`src/rtl/cc_pkg.sv`:
```
package cc_pkg;
  localparam int CTRL_EN_BIT  = 0;
  localparam int CTRL_CLR_BIT = 2;
  localparam int CTRL_DIV_BIT = 3;
  localparam int CTRL_PRH_BIT = 5;
  localparam logic [31:0] CTRL_KEEP_MASK = 32'h0000_0039;

  typedef enum logic {
    SEL_CTRL = 1'b0,
    SEL_CNT  = 1'b1
  } reg_sel_e;
endpackage

```
`src/rtl/cc_access_gate.sv`:
```
module cc_access_gate #(
  parameter int PRIV_W = 2
) (
  input  logic              req_valid,
  input  logic              req_write,
  input  logic              req_sel,
  input  logic [PRIV_W-1:0] priv_level,
  input  logic              user_en,
  output logic              ctrl_wr,
  output logic              cnt_wr,
  output logic              rd_ok,
  output logic              deny
);
  import cc_pkg::*;

  logic is_user;
  logic ctrl_ok;
  logic cnt_ok;
  logic allowed;

  always_comb begin
    is_user = (priv_level == '0);
    ctrl_ok = !is_user || user_en;
    cnt_ok  = !is_user;
    allowed = (req_sel == SEL_CTRL) ? ctrl_ok : cnt_ok;
    deny    = req_valid && !allowed;
    ctrl_wr = req_valid && req_write && (req_sel == SEL_CTRL) && ctrl_ok;
    cnt_wr  = req_valid && req_write && (req_sel == SEL_CNT) && cnt_ok;
    rd_ok   = req_valid && !req_write && allowed;
  end
endmodule

```
`src/rtl/cc_ctrl_reg.sv`:
```
module cc_ctrl_reg #(
  parameter int DATA_W = 32
) (
  input  logic              clk,
  input  logic              rst,
  input  logic              wr,
  input  logic [DATA_W-1:0] wdata,
  output logic [DATA_W-1:0] ctrl_q,
  output logic              clr_pulse,
  output logic              div_change,
  output logic              count_active,
  output logic              div_sel
);
  import cc_pkg::*;

  localparam logic [DATA_W-1:0] KEEP = DATA_W'(CTRL_KEEP_MASK);

  always_ff @(posedge clk) begin
    if (rst) begin
      ctrl_q <= '0;
    end else if (wr) begin
      ctrl_q <= (ctrl_q & ~KEEP) | (wdata & KEEP);
    end
  end

  always_comb begin
    clr_pulse    = wr && wdata[CTRL_CLR_BIT];
    div_change   = wr && (wdata[CTRL_DIV_BIT] != ctrl_q[CTRL_DIV_BIT]);
    count_active = ctrl_q[CTRL_EN_BIT] && !ctrl_q[CTRL_PRH_BIT];
    div_sel      = ctrl_q[CTRL_DIV_BIT];
  end
endmodule

```
`src/rtl/cc_prescaler.sv`:
```
module cc_prescaler #(
  parameter int PRE_W = 6
) (
  input  logic             clk,
  input  logic             rst,
  input  logic             active,
  input  logic             div_sel,
  input  logic             restart,
  output logic [PRE_W-1:0] pre_q,
  output logic             tick
);
  always_ff @(posedge clk) begin
    if (rst || restart) begin
      pre_q <= '0;
    end else if (active && div_sel) begin
      pre_q <= pre_q + 1'b1;
    end
  end

  assign tick = active && (!div_sel || (&pre_q));
endmodule

```
`src/rtl/cc_counter.sv`:
```
module cc_counter #(
  parameter int CNT_W = 32
) (
  input  logic             clk,
  input  logic             rst,
  input  logic             clr,
  input  logic             load,
  input  logic [CNT_W-1:0] load_val,
  input  logic             tick,
  output logic [CNT_W-1:0] count_q
);
  always_ff @(posedge clk) begin
    if (rst || clr) begin
      count_q <= '0;
    end else if (load) begin
      count_q <= load_val;
    end else if (tick) begin
      count_q <= count_q + 1'b1;
    end
  end
endmodule

```
`src/rtl/cycle_counter_unit.sv`:
```
module cycle_counter_unit #(
  parameter int DATA_W = 32,
  parameter int PRIV_W = 2,
  parameter int PRE_W  = 6
) (
  input  logic              clk,
  input  logic              rst,
  input  logic              req_valid,
  input  logic              req_write,
  input  logic              req_sel,
  input  logic [DATA_W-1:0] req_wdata,
  input  logic [PRIV_W-1:0] priv_level,
  input  logic              user_en,
  output logic              rsp_valid,
  output logic [DATA_W-1:0] rsp_rdata,
  output logic              rsp_err
);
  import cc_pkg::*;

  logic              ctrl_wr;
  logic              cnt_wr;
  logic              rd_ok;
  logic              deny;
  logic [DATA_W-1:0] ctrl_q;
  logic [DATA_W-1:0] count_q;
  logic [PRE_W-1:0]  pre_q;
  logic              clr_pulse;
  logic              div_change;
  logic              count_active;
  logic              div_sel;
  logic              tick;
  logic              pre_restart;
  logic [DATA_W-1:0] rd_mux;

  cc_access_gate #(.PRIV_W(PRIV_W)) u_gate (
    .req_valid (req_valid),
    .req_write (req_write),
    .req_sel   (req_sel),
    .priv_level(priv_level),
    .user_en   (user_en),
    .ctrl_wr   (ctrl_wr),
    .cnt_wr    (cnt_wr),
    .rd_ok     (rd_ok),
    .deny      (deny)
  );

  cc_ctrl_reg #(.DATA_W(DATA_W)) u_ctrl (
    .clk         (clk),
    .rst         (rst),
    .wr          (ctrl_wr),
    .wdata       (req_wdata),
    .ctrl_q      (ctrl_q),
    .clr_pulse   (clr_pulse),
    .div_change  (div_change),
    .count_active(count_active),
    .div_sel     (div_sel)
  );

  assign pre_restart = clr_pulse || cnt_wr || div_change;

  cc_prescaler #(.PRE_W(PRE_W)) u_pre (
    .clk    (clk),
    .rst    (rst),
    .active (count_active),
    .div_sel(div_sel),
    .restart(pre_restart),
    .pre_q  (pre_q),
    .tick   (tick)
  );

  cc_counter #(.CNT_W(DATA_W)) u_cnt (
    .clk     (clk),
    .rst     (rst),
    .clr     (clr_pulse),
    .load    (cnt_wr),
    .load_val(req_wdata),
    .tick    (tick),
    .count_q (count_q)
  );

  assign rd_mux = (req_sel == SEL_CTRL) ? ctrl_q : count_q;

  always_ff @(posedge clk) begin
    if (rst) begin
      rsp_valid <= 1'b0;
      rsp_err   <= 1'b0;
      rsp_rdata <= '0;
    end else begin
      rsp_valid <= req_valid;
      rsp_err   <= deny;
      rsp_rdata <= rd_ok ? rd_mux : '0;
    end
  end
endmodule

```
`config.mk`:
```
export PLATFORM = sky130hd
export DESIGN_NAME = cycle_counter_unit
export DESIGN_NICKNAME = d
export VERILOG_FILES = /design/src/rtl/cc_pkg.sv /design/src/rtl/cc_access_gate.sv /design/src/rtl/cc_ctrl_reg.sv /design/src/rtl/cc_prescaler.sv /design/src/rtl/cc_counter.sv /design/src/rtl/cycle_counter_unit.sv
export SDC_FILE = /design/constraint.sdc
export NUM_CORES = 1
export LEC_CHECK = 0
export BUFFER_PORTS_ARGS = -buffer_cell sky130_fd_sc_hd__buf_2
export CAP_MARGIN = 15
export CELL_PAD_IN_SITES_DETAIL_PLACEMENT = 0
export CELL_PAD_IN_SITES_GLOBAL_PLACEMENT = 1
export CORE_AREA = 2 2 91 93
export CTS_CLUSTER_SIZE = 16
export DETAILED_ROUTE_END_ITERATION = 7
export DIE_AREA = 0 0 93 95
export MAX_ROUTING_LAYER = met4
export PLACE_DENSITY_LB_ADDON = 0.1
export SKIP_CTS_REPAIR_TIMING = 1
export SYNTH_ARGS = -nofsm -noshare
export SYNTH_HDL_FRONTEND = slang
export SYNTH_SLANG_ARGS = --single-unit
```
`constraint.sdc`:
```
create_clock -name clk -period 4.25 [get_ports clk]
set_clock_uncertainty 0.05 [all_clocks]
set_input_delay 0.6375 -clock clk [delete_from_list [all_inputs] [get_ports clk]]
set_output_delay 0.6375 -clock clk [all_outputs]
set_load 0.05 [all_outputs]
```
## After elaboration in Yosys (flattened, before gate mapping)

Index checks and enable logic that the tools add are counted.

- Equality and inequality tests: 1
- Bitwise operators: 3
- Mux-type cells: 4
- Reduce and logical (&&, ||, !) cells: 28
- Add/sub/neg operators: 2

Operators with widths:

| kind | count |
|---|---|
| $mux W32 | 3 |
| $add A32 B1 Y32 const B | 1 |
| $or A32 B6 Y32 | 1 |
| $logic_and A1 B1 Y1 | 13 |
| $add A6 B1 Y6 const B | 1 |
| $logic_or A1 B1 Y1 | 6 |
| $reduce_and A6 Y1 | 1 |
| $logic_not A1 Y1 | 5 |
| $logic_not A2 Y1 | 1 |
| $not A1 Y1 | 2 |
| $reduce_bool A2 Y1 | 1 |
| $reduce_or A2 Y1 | 1 |
| $mux W1 | 1 |
| $ne A1 B1 Y1 | 1 |

- Bits of input ports: 40
- Output and inout port bits: 34
- Word-level logic and storage cells: 44
- Flip-flop bits (word level): 104

## Logic depth before layout (Yosys ltp)

Gate-level depths: netlist of the first run.

- Word-level depth: 8
- Depth in mapped cells: 7
- Mapped depth without buffers: 6

## Cells and area by module

From an unflattened synthesis of the first run, not the netlist that was laid out.

- Cell total of the unflattened synthesis: 417
- Area total of the unflattened synthesis: 3739.8 µm²

Modules (own cells, without submodules):

| module | area each (µm²) | times used | sequential area each (µm²) | cells an instance |
|---|---|---|---|---|
| cc_counter | 1779.2 | 1 | 640.6 | 218 |
| cycle_counter_unit | 1232.4 | 1 | 680.7 | 109 |
| cc_ctrl_reg | 397.9 | 1 | 80.1 | 47 |
| cc_prescaler | 274.0 | 1 | 120.1 | 34 |
| cc_access_gate | 56.3 | 1 | 0.0 | 9 |

## Least setup slack after synthesis of the first run

No wires, ideal clock.

- Path kind: reg2reg
- Start: register u_pre.pre_q[0]
- End: register u_cnt.count_q[9]
- Stages on the path, launching flop included: 8
- Slack: 2158 ps
- Data required time: 4114 ps
- Arrival time: 1956 ps
- Path buffers: 1
- Setup time: 86 ps
- Cells stage by stage: dfxtp_1 > ha_1 > and3_1 > a21oi_1 > buf_2 > nor3_1 > xnor2_1 > a211oi_1

- Longest elaborated chain between the ends: 4

Ends and longest elaborated chain:

| element | line | RTL |
|---|---|---|
| from (decl) | cc_prescaler.sv:9 | `output logic [PRE_W-1:0] pre_q,` |
| from (signal assigned) | cc_prescaler.sv:16 | `pre_q <= pre_q + 1'b1;` |
| $reduce_and A6 Y1 | cc_prescaler.sv:20 | `assign tick = active && (!div_sel \|\| (&pre_q));` |
| $logic_or A1 B1 Y1 | cc_prescaler.sv:20 |  |
| $logic_and A1 B1 Y1 | cc_prescaler.sv:20 |  |
| $reduce_bool A2 Y1 (no line) | -- |  |
| to (signal assigned) | cc_counter.sv:16 | `count_q <= load_val;` |
| to (signal assigned) | cc_counter.sv:18 | `count_q <= count_q + 1'b1;` |
| to (decl) | cc_counter.sv:10 | `output logic [CNT_W-1:0] count_q` |

No other way between the ends.
A chain may end at the register's enable or synchronous reset.

## Worst setup path after layout of the first run

- Start: register u_pre.pre_q[0]
- End: register u_cnt.count_q[23]

The elaborated chain is that of the path after synthesis.

==> results of run 1 <==
==> layout make-up <==
| class | instances | area share (%) |
|---|---|---|
| clock buffers | 13 | 4.153 |
| flip-flops and latches | 76 | 37.40 |
| well taps | 105 | 3.230 |
| repair buffers | 77 | 9.720 |
| inverters | 9 | 0.8305 |
| multi-input cells | 262 | 43.00 |
| clock inverters | 3 | 1.661 |
==> where the power goes <==
| group | switching (mW) | internal, mW | leakage [nW] |
|---|---|---|---|
| sequential | 0.0194 | 0.727 | 0.615 |
| clock | 0.260 | 0.379 | 0.116 |
| combinational | 0.0618 | 0.0407 | 0.829 |
| total | 0.341 | 1.15 | 1.56 |
==> worst max-delay path by stage <==
stage / from / endpoint / slack, ns / depth (start not counted)
after floorplan: u_pre.pre_q[0] / u_cnt.count_q[9] / 2.16 / 7
final: u_pre.pre_q[0] / u_cnt.count_q[23] / 1.89 / 7
after CTS: u_pre.pre_q[0] / u_cnt.count_q[23] / 1.87 / 7
after global placement: priv_level[1] / u_cnt.count_q[29] / 1.77 / 7
after detailed placement: priv_level[1] / u_cnt.count_q[29] / 1.75 / 7
after global routing: u_pre.pre_q[0] / u_cnt.count_q[23] / 1.75 / 7
==> cells by family (layout without fill, tap and decap cells) <==
kind of cell / after synthesis / after routing / share of synthesized area, %
xor+xnor: 31 / 31 / 8.043
compound gates: 58 / 58 / 10.19
flops: 76 / 76 / 45.07
buf+inv: 31 / 102 / 3.743
mux: 14 / 14 / 4.151
fa+ha+maj: 2 / 2 / 0.7412
simple gates: 157 / 157 / 28.06
==> per-layer routing <==
| layer | wire length [um] | global-route usage (%) | vias up |
|---|---|---|---|
| li1 | - | - | 1434 |
| met1 | 3928 | 25.48 | 1306 |
| met2 | 3619 | 30.25 | 73 |
| met3 | 365 | 3.113 | 11 |
| met4 | 116 | 8.211 | 0 |
| met5 | 0 | - | - |
==> Yosys cell counts (all sizes together), types with 2 or more instances <==
| master | n |
|---|---|
| a211oi | 8 |
| a21o | 2 |
| a21oi | 19 |
| and2 | 22 |
| and3 | 5 |
| and4 | 3 |
| buf | 4 |
| clkbuf | 18 |
| dfxtp | 76 |
| ha | 2 |
| inv | 9 |
| mux2i | 14 |
| nand2 | 20 |
| nand2b | 3 |
| nand3 | 14 |
| nand4 | 10 |
| nor2 | 33 |
| nor3 | 13 |
| nor4 | 25 |
| o21ai | 23 |
| or4 | 2 |
| xnor2 | 25 |
| xor2 | 6 |
==> worst max-delay path: stages, from the launching register on <==
cell	delay (ns)
dfxtp_1	0.34
ha_1	0.23
and3_1	0.22
a21oi_2	0.68
buf_4	0.35
nor4_2	0.08
xnor2_1	0.18
a21oi_1	0.08
==> registers in the layout, indices dropped and copies added (netlist names) <==
register and cells:
rsp_rdata 32, u_cnt.count_q 32, u_pre.pre_q 6, u_ctrl.ctrl_q 4, rsp_err 1, rsp_valid 1
==> layout by cell type, fill, tap and decap left out, types with 2 or more instances in the layout <==
master	count
nor2_1	33
nand4_1	9
clkbuf_8	12
nor4_1	12
and3_1	5
and4_1	3
o21ai_1	2
buf_4	4
a211oi_1	8
nand3_1	14
nand2b_1	3
and2_1	22
nand2_1	20
nor4_2	12
inv_1	9
bufinv_16	2
xor2_1	6
ha_1	2
nor3_1	13
o21ai_0	21
a21oi_1	18
buf_2	73
a21o_1	2
mux2i_1	14
dfxtp_1	76
xnor2_1	25
==> out/summary.log, run 1 <==
INFO  run_status     run_status=finished, final reports clean
INFO  critical_path  timing.reg2reg.worst_path_depth=7
INFO  logic_synthesis synthesis.nets=411
INFO  logic_synthesis syn_area_per_cell=9.148squm
INFO  timing         rsz_0062_raised_after_global_routing=no
INFO  layout         n_antenna_cell=0
INFO  cts            worst_setup_hold_path_clk_slew=0.08ns
INFO  layout         filler_cell_count=802
INFO  hold_path      min_path_cells=3
INFO  pwr            power_leakage=1.560nW
INFO  timing         setup_ws=1.889ns
INFO  drt            drtAntennaViolNets=0
INFO  timing         worst-slew-pin-transition=0.9389ns
INFO  cts            numCtsBuffers=9
INFO  hold_path      min_path_type=input pin to flip-flop
INFO  timing         timing.slew.headroom=37.38%
INFO  logic_synthesis synth_edf_count=0
INFO  timing         setup_viol=0
INFO  logic_synthesis synth_flop_cell=dfxtp_1
INFO  layout         total_area_of_multi_input_combinational_cells=1749squm
INFO  critical_path  path_class=flip-flop to flip-flop
INFO  die            floorplan.initialDensity=42.58%
INFO  grt            grt-ovfl-total=0
INFO  critical_path  cp_data_required_time=4.39ns
INFO  cts            insertion_delay=0.34ns
INFO  drt            drt-total-wl=8.029mm
INFO  timing         fin_setup_tns=0ns
INFO  die            die_x=93um
INFO  timing         slew_viol_final=0
INFO  timing         timing_hold_violations_final=0
INFO  layout         final_instance_area=4068squm
INFO  placement      placed_cells=529
INFO  placement      hpwl=5.534mm
INFO  grt            grt_antenna_before_repair=0
INFO  layout         ff_latch_area=1521squm
INFO  critical_path  r2r-start=u_pre.pre_q[0]
INFO  critical_path  critical_path.max_fanout=16
INFO  drt            route.detailed.wl_per_inst=14.73um
INFO  critical_path  cp-start-kind=flip-flop
INFO  cts            tritoncts=built
INFO  layout         syn2layout_area_growth=20.50%
INFO  cts            cts_root_buffer=clkbuf_8
INFO  hold_path      hold-path-endpoint=u_cnt.count_q[12]
INFO  critical_path  worstReg2RegEnd=u_cnt.count_q[23]
INFO  pwr            ir_drop=0.0001519V
INFO  drt            dr.pass1.iters=4
INFO  timing         clock.fmax=423.6MHz
INFO  die            rows=33
INFO  timing         hold_ws=0.4380ns
INFO  logic_synthesis synth_sequential_area_ratio=45.07%
INFO  logic_synthesis netlist.top_cell.by_area=dfxtp_1
INFO  placement      gpl.final_weighted_congestion=0.7986
INFO  layout         layout_utilization=51.31%
INFO  die            io_pins=74
INFO  placement      dp_worst_setup_slack=1.755ns
INFO  placement      port_buffers=73
INFO  drt            routed-via-count=2824
INFO  die            fp.coreArea=7928squm
INFO  critical_path  ff2ff_setup_slack=1.89ns
INFO  grt            via_count_of_the_first_global_routing_pass=2701
INFO  layout         finalNetCount=477
INFO  logic_synthesis synth.top_cells.by_area=dfxtp_1, xnor2_1, nor4_2, mux2i_1, and2_1
INFO  logic_synthesis post_synth_instance_area=3376squm
INFO  layout         post_route_cells_drive_above_1_share=25.45%
INFO  hold_path      timing.hold.worst.start=req_wdata[12]
INFO  die            fp.dieH=95um
INFO  logic_synthesis ys.warnings.count=0
INFO  die            dieArea=8835squm
INFO  cts            clock_sink_count=76
INFO  critical_path  cp_data_arrival_time=2.50ns
INFO  timing         min_period_over_period=55.55%
INFO  pwr            p_total=1.489mW
INFO  job            max_capacitance_violation_count=0
INFO  layout         post_layout_nonfiller_instances=545
INFO  critical_path  end_kind=flip-flop
INFO  logic_synthesis synth_largest_type_area_fraction=45.07%
INFO  drt            drcViolationCount=0
INFO  drt            routed_via_density=5.182
INFO  logic_synthesis number_of_synthesized_register_bits=76
INFO  drt            first_iter_violations=99
INFO  cts            clock_path_buffers=2
INFO  logic_synthesis async_flop_share=0%
INFO  pwr            p_per_area=366.0nW/um^2
INFO  timing         min_period=2.361ns
INFO  logic_synthesis netlist-cell-type-count=43
INFO  grt            largest_net_degree_at_the_start_of_global_routing=40
INFO  grt            globalRouteTotalUtil=19.53%
INFO  placement      placement.cell_area=3831squm
INFO  cts            htreeDepth=3
INFO  logic_synthesis netlist_instances=369
INFO  grt            grt_first_pass_wirelength=13.01mm
(Power assumes the default switching activity.)
==> inputs of run 2 (changes only) <==
- CORE_AREA: 2 2 91 93 -> 2 2 100 102
- DIE_AREA: 0 0 93 95 -> 0 0 102 104
- clock period: 4.25 -> 1.95 ns (I/O delays scaled with it)
==> out/summary.log, run 2 (synthesis results as in run 1) <==
INFO  drt            drcViolationCount=0 [unchanged]
INFO  grt            met1_usage=25.26% [-0.22 points]
INFO  critical_path  path_class=flip-flop to flip-flop
INFO  critical_path  worstReg2RegEnd=u_cnt.count_q[19]
INFO  timing         min_period=1.963ns [-0.3972 ns]
INFO  layout         post_layout_nonfiller_instances=618 [+13%]
INFO  die            rows=36 [+9.1%]
INFO  cts            cts_root_buffer=clkbuf_8
INFO  critical_path  cp_data_required_time=2.10ns [-2.29 ns]
INFO  critical_path  critical_path.max_fanout=9 [-7]
INFO  cts            tritoncts=built
INFO  timing         timing_hold_violations_final=0 [unchanged]
INFO  timing         clock.fmax=509.3MHz [+20%]
INFO  grt            use_met3=3.831% [+0.72 points]
INFO  run_status     run_status=finished, violations left
INFO  critical_path  r2r-start=u_cnt.count_q[10]
INFO  critical_path  worst_path_dominant_cell_family=simple AND/OR/NAND/NOR gates
INFO  timing         rsz_0062_raised_after_global_routing=yes
INFO  timing         timing.slew.headroom=55.41% [+18 points]
INFO  timing         setup_viol=2 [+2]
INFO  hold_path      hold-path-endpoint=u_cnt.count_q[31]
INFO  die            dieArea=10610squm [+20%]
INFO  pwr            p_per_area=743.2nW/um^2 [+100%]
INFO  pwr            p_total=3.399mW [+130%]
INFO  pwr            power_leakage=1.915nW [+23%]
INFO  critical_path  end_kind=flip-flop
INFO  critical_path  timing.reg2reg.worst_path_depth=6 [-1]
INFO  grt            via_count_of_the_first_global_routing_pass=2913 [+7.8%]
INFO  hold_path      min_path_type=input pin to flip-flop
INFO  drt            routed_via_density=4.930 [-4.8%]
INFO  critical_path  path_buf_inv=1 [unchanged]
INFO  cts            numCtsBuffers=9 [unchanged]
INFO  pwr            clock_power_share=44.0% [+1.0 points]
INFO  cts            htreeDepth=3 [unchanged]
INFO  pwr            power.share.combinational=8.6% [+1.7 points]
INFO  critical_path  ff2ff_setup_slack=-0.01ns [-1.90 ns]
INFO  timing         fin_setup_tns=-0.01685ns [-0.01685 ns]
INFO  layout         post_route_cells_drive_above_1_share=34.43% [+9.0 points]
INFO  cts            insertion_delay=0.35ns [about the same]
INFO  layout         finalNetCount=522 [+9.4%]
INFO  grt            grt-ovfl-total=0 [unchanged]
INFO  hold_path      timing.hold.worst.start=req_wdata[31]
INFO  timing         hold_ws=0.1170ns [-0.3210 ns]
INFO  grt            largest_net_degree_at_the_start_of_global_routing=23 [-43%]
INFO  timing         setup_ws=-0.01345ns [-1.903 ns]
INFO  layout         layout_top_registers=rsp_rdata (32), u_cnt.count_q (32), u_pre.pre_q (6)
INFO  job            max_capacitance_violation_count=0 [unchanged]
INFO  layout         most-common-layout-cells=buf_2, dfxtp_1, buf_4, nor2_1, xnor2_1
INFO  grt            grt_antenna_before_repair=0 [unchanged]
INFO  grt            grt.busiest_layer=met2
INFO  drt            drt-total-wl=9.112mm [+13%]
INFO  pwr            ir_drop=0.0002963V [+95%]
INFO  layout         syn2layout_area_growth=35.51%
INFO  placement      gpl.final_weighted_congestion=0.8340 [+4.4%]
INFO  die            fp.coreArea=9549squm [+20%]
INFO  timing         slew_viol_final=0 [unchanged]
INFO  die            io_pins=74 [unchanged]
INFO  layout         final_instance_area=4574squm [+12%]
INFO  hold_path      min_path_cells=3 [unchanged]
INFO  drt            drtAntennaViolNets=0 [unchanged]
INFO  critical_path  slowest_delay=0.63ns [-0.05 ns]
INFO  cts            clock_path_buffers=2 [unchanged]
INFO  die            fp.dieH=104um [+9.5%]
INFO  layout         mostFrequentLayoutCell=buf_2
INFO  drt            first_iter_violations=60 [-39%]
INFO  drt            dr.pass1.iters=4 [unchanged]
INFO  run_status     violations_in_the_final_reports=setup timing
INFO  placement      hpwl=6.703mm [+21%]
INFO  critical_path  cp_data_arrival_time=2.11ns [-0.39 ns]
INFO  critical_path  path_depth=6 [-1]
INFO  placement      dp_worst_setup_slack=-0.03095ns [-1.786 ns]
INFO  critical_path  cp_cell_sequence=nand4_1 > or4_4 > buf_12 > nor4_4 > xnor2_1 > a21oi_1
INFO  grt            grt_use_met2=27.16% [-3.1 points]
INFO  grt            globalRouteTotalUtil=18.42% [-1.1 points]
INFO  placement      port_buffers=73 [unchanged]
INFO  pwr            switching_power=767.9uW [+120%]
INFO  placement      placed_cells=601 [+14%]
INFO  layout         layout_utilization=47.90% [-3.4 points]
INFO  cts            clock_sink_count=76 [unchanged]
INFO  timing         worst-slew-pin-transition=0.6685ns [-0.2703 ns]
INFO  layout         n_antenna_cell=0 [unchanged]
INFO  die            die_x=102um [+9.7%]
INFO  timing         min_period_over_period=100.7% [+45 points]
INFO  critical_path  cp_slowest_cell=or4_4
INFO  grt            grt_first_pass_wirelength=14.89mm [+14%]
INFO  pwr            sequentialPowerShare=47.5% [-2.7 points]
INFO  cts            worst_setup_hold_path_clk_slew=0.08ns [about the same]
INFO  placement      placement.cell_area=4223squm [+10%]
INFO  drt            routed-via-count=3047 [+7.9%]
INFO  drt            route.detailed.wl_per_inst=14.74um [about the same]
INFO  pwr            power.internal=2.632mW [+130%]
INFO  pwr            p_sw_share=22.59% [-0.34 points]
INFO  critical_path  cp-start-kind=flip-flop
INFO  die            floorplan.initialDensity=35.35% [-7.2 points]
==> run 2: cell count changes in the layout (fill, tap and decap cells not counted), sizes merged <==
cell	change
clkbuf	-1
clkinv	+1
buf	+45
clkinvlp	-1
bufinv	+1
==> run 2: tightest hold or removal path, delay by kind of cell <==
kind	cells	cell delay [ns]
buffers and inverters	1	0.09
AND/OR/NAND/NOR	2	0.10
==> run 2: routing by layer <==
metal | vias up | wire [um]
li1 | 1533 | -
met1 | 1431 | 4509
met2 | 71 | 4134
met3 | 12 | 365
met4 | 0 | 102
met5 | - | 0
==> run 2: worst max-delay path by stage <==
stage,start,endpoint,slack (ns)
floorplan,u_cnt.count_q[4],u_cnt.count_q[25],0.01
global placement,u_cnt.count_q[5],u_cnt.count_q[19],-0.004
detailed placement,u_cnt.count_q[4],u_cnt.count_q[19],-0.03
CTS,u_cnt.count_q[4],u_cnt.count_q[27],-0.05
global route,u_cnt.count_q[11],u_cnt.count_q[19],-0.09
finish,u_cnt.count_q[10],u_cnt.count_q[19],-0.01
==> run 2: power by group through the flow <==
stage          Sequential [mW]  Clock (mW)  Combinational, mW
2_1_floorplan             1.67           0              0.125
3_3_place_gp              1.65           0              0.286
6_report                  1.61        1.49              0.291
5_1_grt                   1.62        1.61              0.320
3_5_place_dp              1.65           0              0.289
4_1_cts                   1.61        1.54              0.290
==> run 2: final cells by class <==
| type | instances | area, sq um |
|---|---|---|
| fillers | 971 | 4975 |
| multi-input cells | 262 | 1819 |
| flip-flops and latches | 76 | 1530 |
| repair buffers | 122 | 774.5 |
| well taps | 133 | 166.4 |
| clock buffers | 12 | 155.1 |
| clock inverters | 4 | 95.09 |
| inverters | 9 | 33.78 |
==> inputs of run 3 (changes only) <==
- PLACE_DENSITY: default -> 0.74
- PLACE_DENSITY_LB_ADDON: 0.1 -> default
==> out/summary.log, run 3 (synthesis results as in run 1) <==
INFO  drt            route.top_layer_used=met4
INFO  timing         min_period_over_period=97.98% [-2.7 points]
INFO  critical_path  path_class=flip-flop to flip-flop
INFO  die            fp.dieH=104um [unchanged]
INFO  critical_path  end_kind=flip-flop
INFO  cts            insertion_delay=0.34ns [about the same]
INFO  drt            route.detailed.wl_per_inst=13.80um [-6.4%]
INFO  die            rows=36 [unchanged]
INFO  placement      hpwl=6.316mm [-5.8%]
INFO  layout         mostFrequentLayoutCell=buf_2
INFO  layout         layout_top_registers=rsp_rdata (32), u_cnt.count_q (32), u_pre.pre_q (6)
INFO  critical_path  cp_cell_sequence=nand4_1 > or4_4 > buf_6 > nor4_2 > xnor2_1 > a21oi_1
INFO  pwr            p_per_area=681.6nW/um^2 [-8.3%]
INFO  timing         rsz_0062_raised_after_global_routing=yes
INFO  die            floorplan.initialDensity=35.35% [unchanged]
INFO  timing         clock.fmax=523.4MHz [+2.8%]
INFO  placement      port_buffers=73 [unchanged]
INFO  hold_path      min_path_cells=3 [unchanged]
INFO  hold_path      timing.hold.worst.start=req_wdata[20]
INFO  drt            met1_length=4.028mm [-11%]
INFO  critical_path  setup.worst_path.start=u_cnt.count_q[11]
INFO  grt            grt-ovfl-total=0 [unchanged]
INFO  critical_path  worst_path_dominant_cell_family=simple AND/OR/NAND/NOR gates
INFO  job            max_capacitance_violation_count=0 [unchanged]
INFO  drt            first_iter_violations=124 [+110%]
INFO  hold_path      hold-path-endpoint=u_cnt.count_q[20]
INFO  layout         finalNetCount=514 [-1.5%]
INFO  die            io_pins=74 [unchanged]
INFO  grt            grt_first_pass_wirelength=13.98mm [-6.1%]
INFO  layout         n_antenna_cell=0 [unchanged]
INFO  hold_path      min_path_type=input pin to flip-flop
INFO  critical_path  slowest_delay=0.57ns [-0.06 ns]
INFO  drt            routed_length_on_met3=327um [-10%]
INFO  grt            largest_net_degree_at_the_start_of_global_routing=32 [+39%]
INFO  drt            drtAntennaViolNets=0 [unchanged]
INFO  placement      gpl.final_weighted_congestion=0.8630 [+3.5%]
INFO  placement      dp_worst_setup_slack=-0.01745ns [+0.01350 ns]
INFO  drt            routed-via-count=2935 [-3.7%]
INFO  timing         slew_viol_final=0 [unchanged]
INFO  timing         min_period=1.911ns [-0.05278 ns]
INFO  layout         most-common-layout-cells=buf_2, dfxtp_1, buf_4, nor2_1, xnor2_1
INFO  drt            routed_via_density=4.811 [-2.4%]
INFO  timing         worst-slew-pin-transition=0.4453ns [-0.2232 ns]
INFO  timing         hold_ws=0.1056ns [-0.01142 ns]
INFO  cts            htreeDepth=3 [unchanged]
INFO  cts            tritoncts=built
INFO  critical_path  cp-start-kind=flip-flop
INFO  die            fp.coreArea=9549squm [unchanged]
INFO  cts            numCtsBuffers=9 [unchanged]
INFO  critical_path  cp_slowest_cell=or4_4
INFO  drt            dr.pass1.iters=4 [unchanged]
INFO  layout         syn2layout_area_growth=30.69%
INFO  critical_path  cp_data_arrival_time=2.06ns [-0.05 ns]
INFO  critical_path  cp_data_required_time=2.10ns [about the same]
INFO  placement      placed_cells=594 [-1.2%]
INFO  critical_path  ff2ff_setup_slack=0.04ns [+0.05 ns]
INFO  die            die_x=102um [unchanged]
INFO  cts            cts_root_buffer=clkbuf_8
INFO  run_status     run_status=finished, final reports clean
INFO  timing         timing.slew.headroom=70.24% [+15 points]
INFO  die            dieArea=10610squm [unchanged]
INFO  drt            drcViolationCount=0 [unchanged]
INFO  layout         post_layout_nonfiller_instances=610 [-1.3%]
INFO  drt            drt-total-wl=8.419mm [-7.6%]
INFO  timing         setup_viol=0 [-2]
INFO  drt            wl_met2=3.936mm [-4.8%]
INFO  cts            clock_path_buffers=2 [unchanged]
INFO  layout         post_route_cells_drive_above_1_share=33.12% [-1.3 points]
INFO  pwr            ir_drop=0.0002685V [-9.4%]
INFO  critical_path  r2r-start=u_cnt.count_q[11]
INFO  grt            globalRouteTotalUtil=17.08% [-1.3 points]
INFO  layout         filler_cell_count=975 [+0.41%]
INFO  pwr            power_leakage=1.793nW [-6.4%]
INFO  grt            via_count_of_the_first_global_routing_pass=2841 [-2.5%]
INFO  cts            worst_setup_hold_path_clk_slew=0.08ns [about the same]
INFO  timing         setup_ws=0.03932ns [+0.05278 ns]
INFO  critical_path  timing.reg2reg.worst_path_depth=6 [unchanged]
INFO  critical_path  path_buf_inv=1 [unchanged]
INFO  grt            grt_antenna_before_repair=0 [unchanged]
INFO  critical_path  worstReg2RegEnd=u_cnt.count_q[21]
INFO  cts            clock_sink_count=76 [unchanged]
INFO  critical_path  critical_path.max_fanout=6 [-3]
INFO  timing         timing_hold_violations_final=0 [unchanged]
-- run 3: worst max-delay path by stage --
stage                              to  depth (start not counted)
detailed placement  u_cnt.count_q[21]                          6
finish              u_cnt.count_q[21]                          6
CTS                 u_cnt.count_q[21]                          6
global route        u_cnt.count_q[21]                          6
global placement    u_cnt.count_q[25]                          5
floorplan           u_cnt.count_q[25]                          5
-- run 3: area by class of cell --
class / count / area [sq um] / share of cell area (%)
well taps: 133 / 166.4 / 3.772
repair buffers: 114 / 705.7 / 16.00
inverters: 9 / 33.78 / 0.7657
clock buffers: 15 / 176.4 / 3.999
multi-input cells: 262 / 1792 / 40.61
flip-flops and latches: 76 / 1533 / 34.74
clock inverters: 1 / 5.005 / 0.1134
-- run 3: power breakdown --
part | internal (mW) | switching [mW] | total, mW
combinational | 0.121 | 0.157 | 0.278
sequential | 1.59 | 0.0279 | 1.61
clock | 0.568 | 0.548 | 1.12
-- run 3: tightest hold or removal path: stages --
cell	delay (ns)
buf_2	0.08
nand2_1	0.04
o21ai_1	0.06
-- run 3: through the flow --
| stage | power (mW) | area, sq um | utilization, % | setup TNS (ns) |
|---|---|---|---|---|
| global route | 3.145 | 4412 | 46.20 | -0.009835 |
| global placement | 1.926 | 4170 | 43.67 | 0 |
| CTS | 3.039 | 4352 | 45.57 | -0.1206 |
| floorplan | 1.791 | 3381 | - | 0 |
| detailed placement | 1.927 | 4170 | 43.67 | -0.02160 |
| finish | 3.007 | 4412 | 46.20 | 0 |
-- run 3: layer usage --
| metal | track usage, % | up-vias |
|---|---|---|
| li1 | - | 1511 |
| met1 | 22.54 | 1356 |
| met2 | 25.66 | 60 |
| met3 | 3.091 | 8 |
| met4 | 7.048 | 0 |
| met5 | - | - |
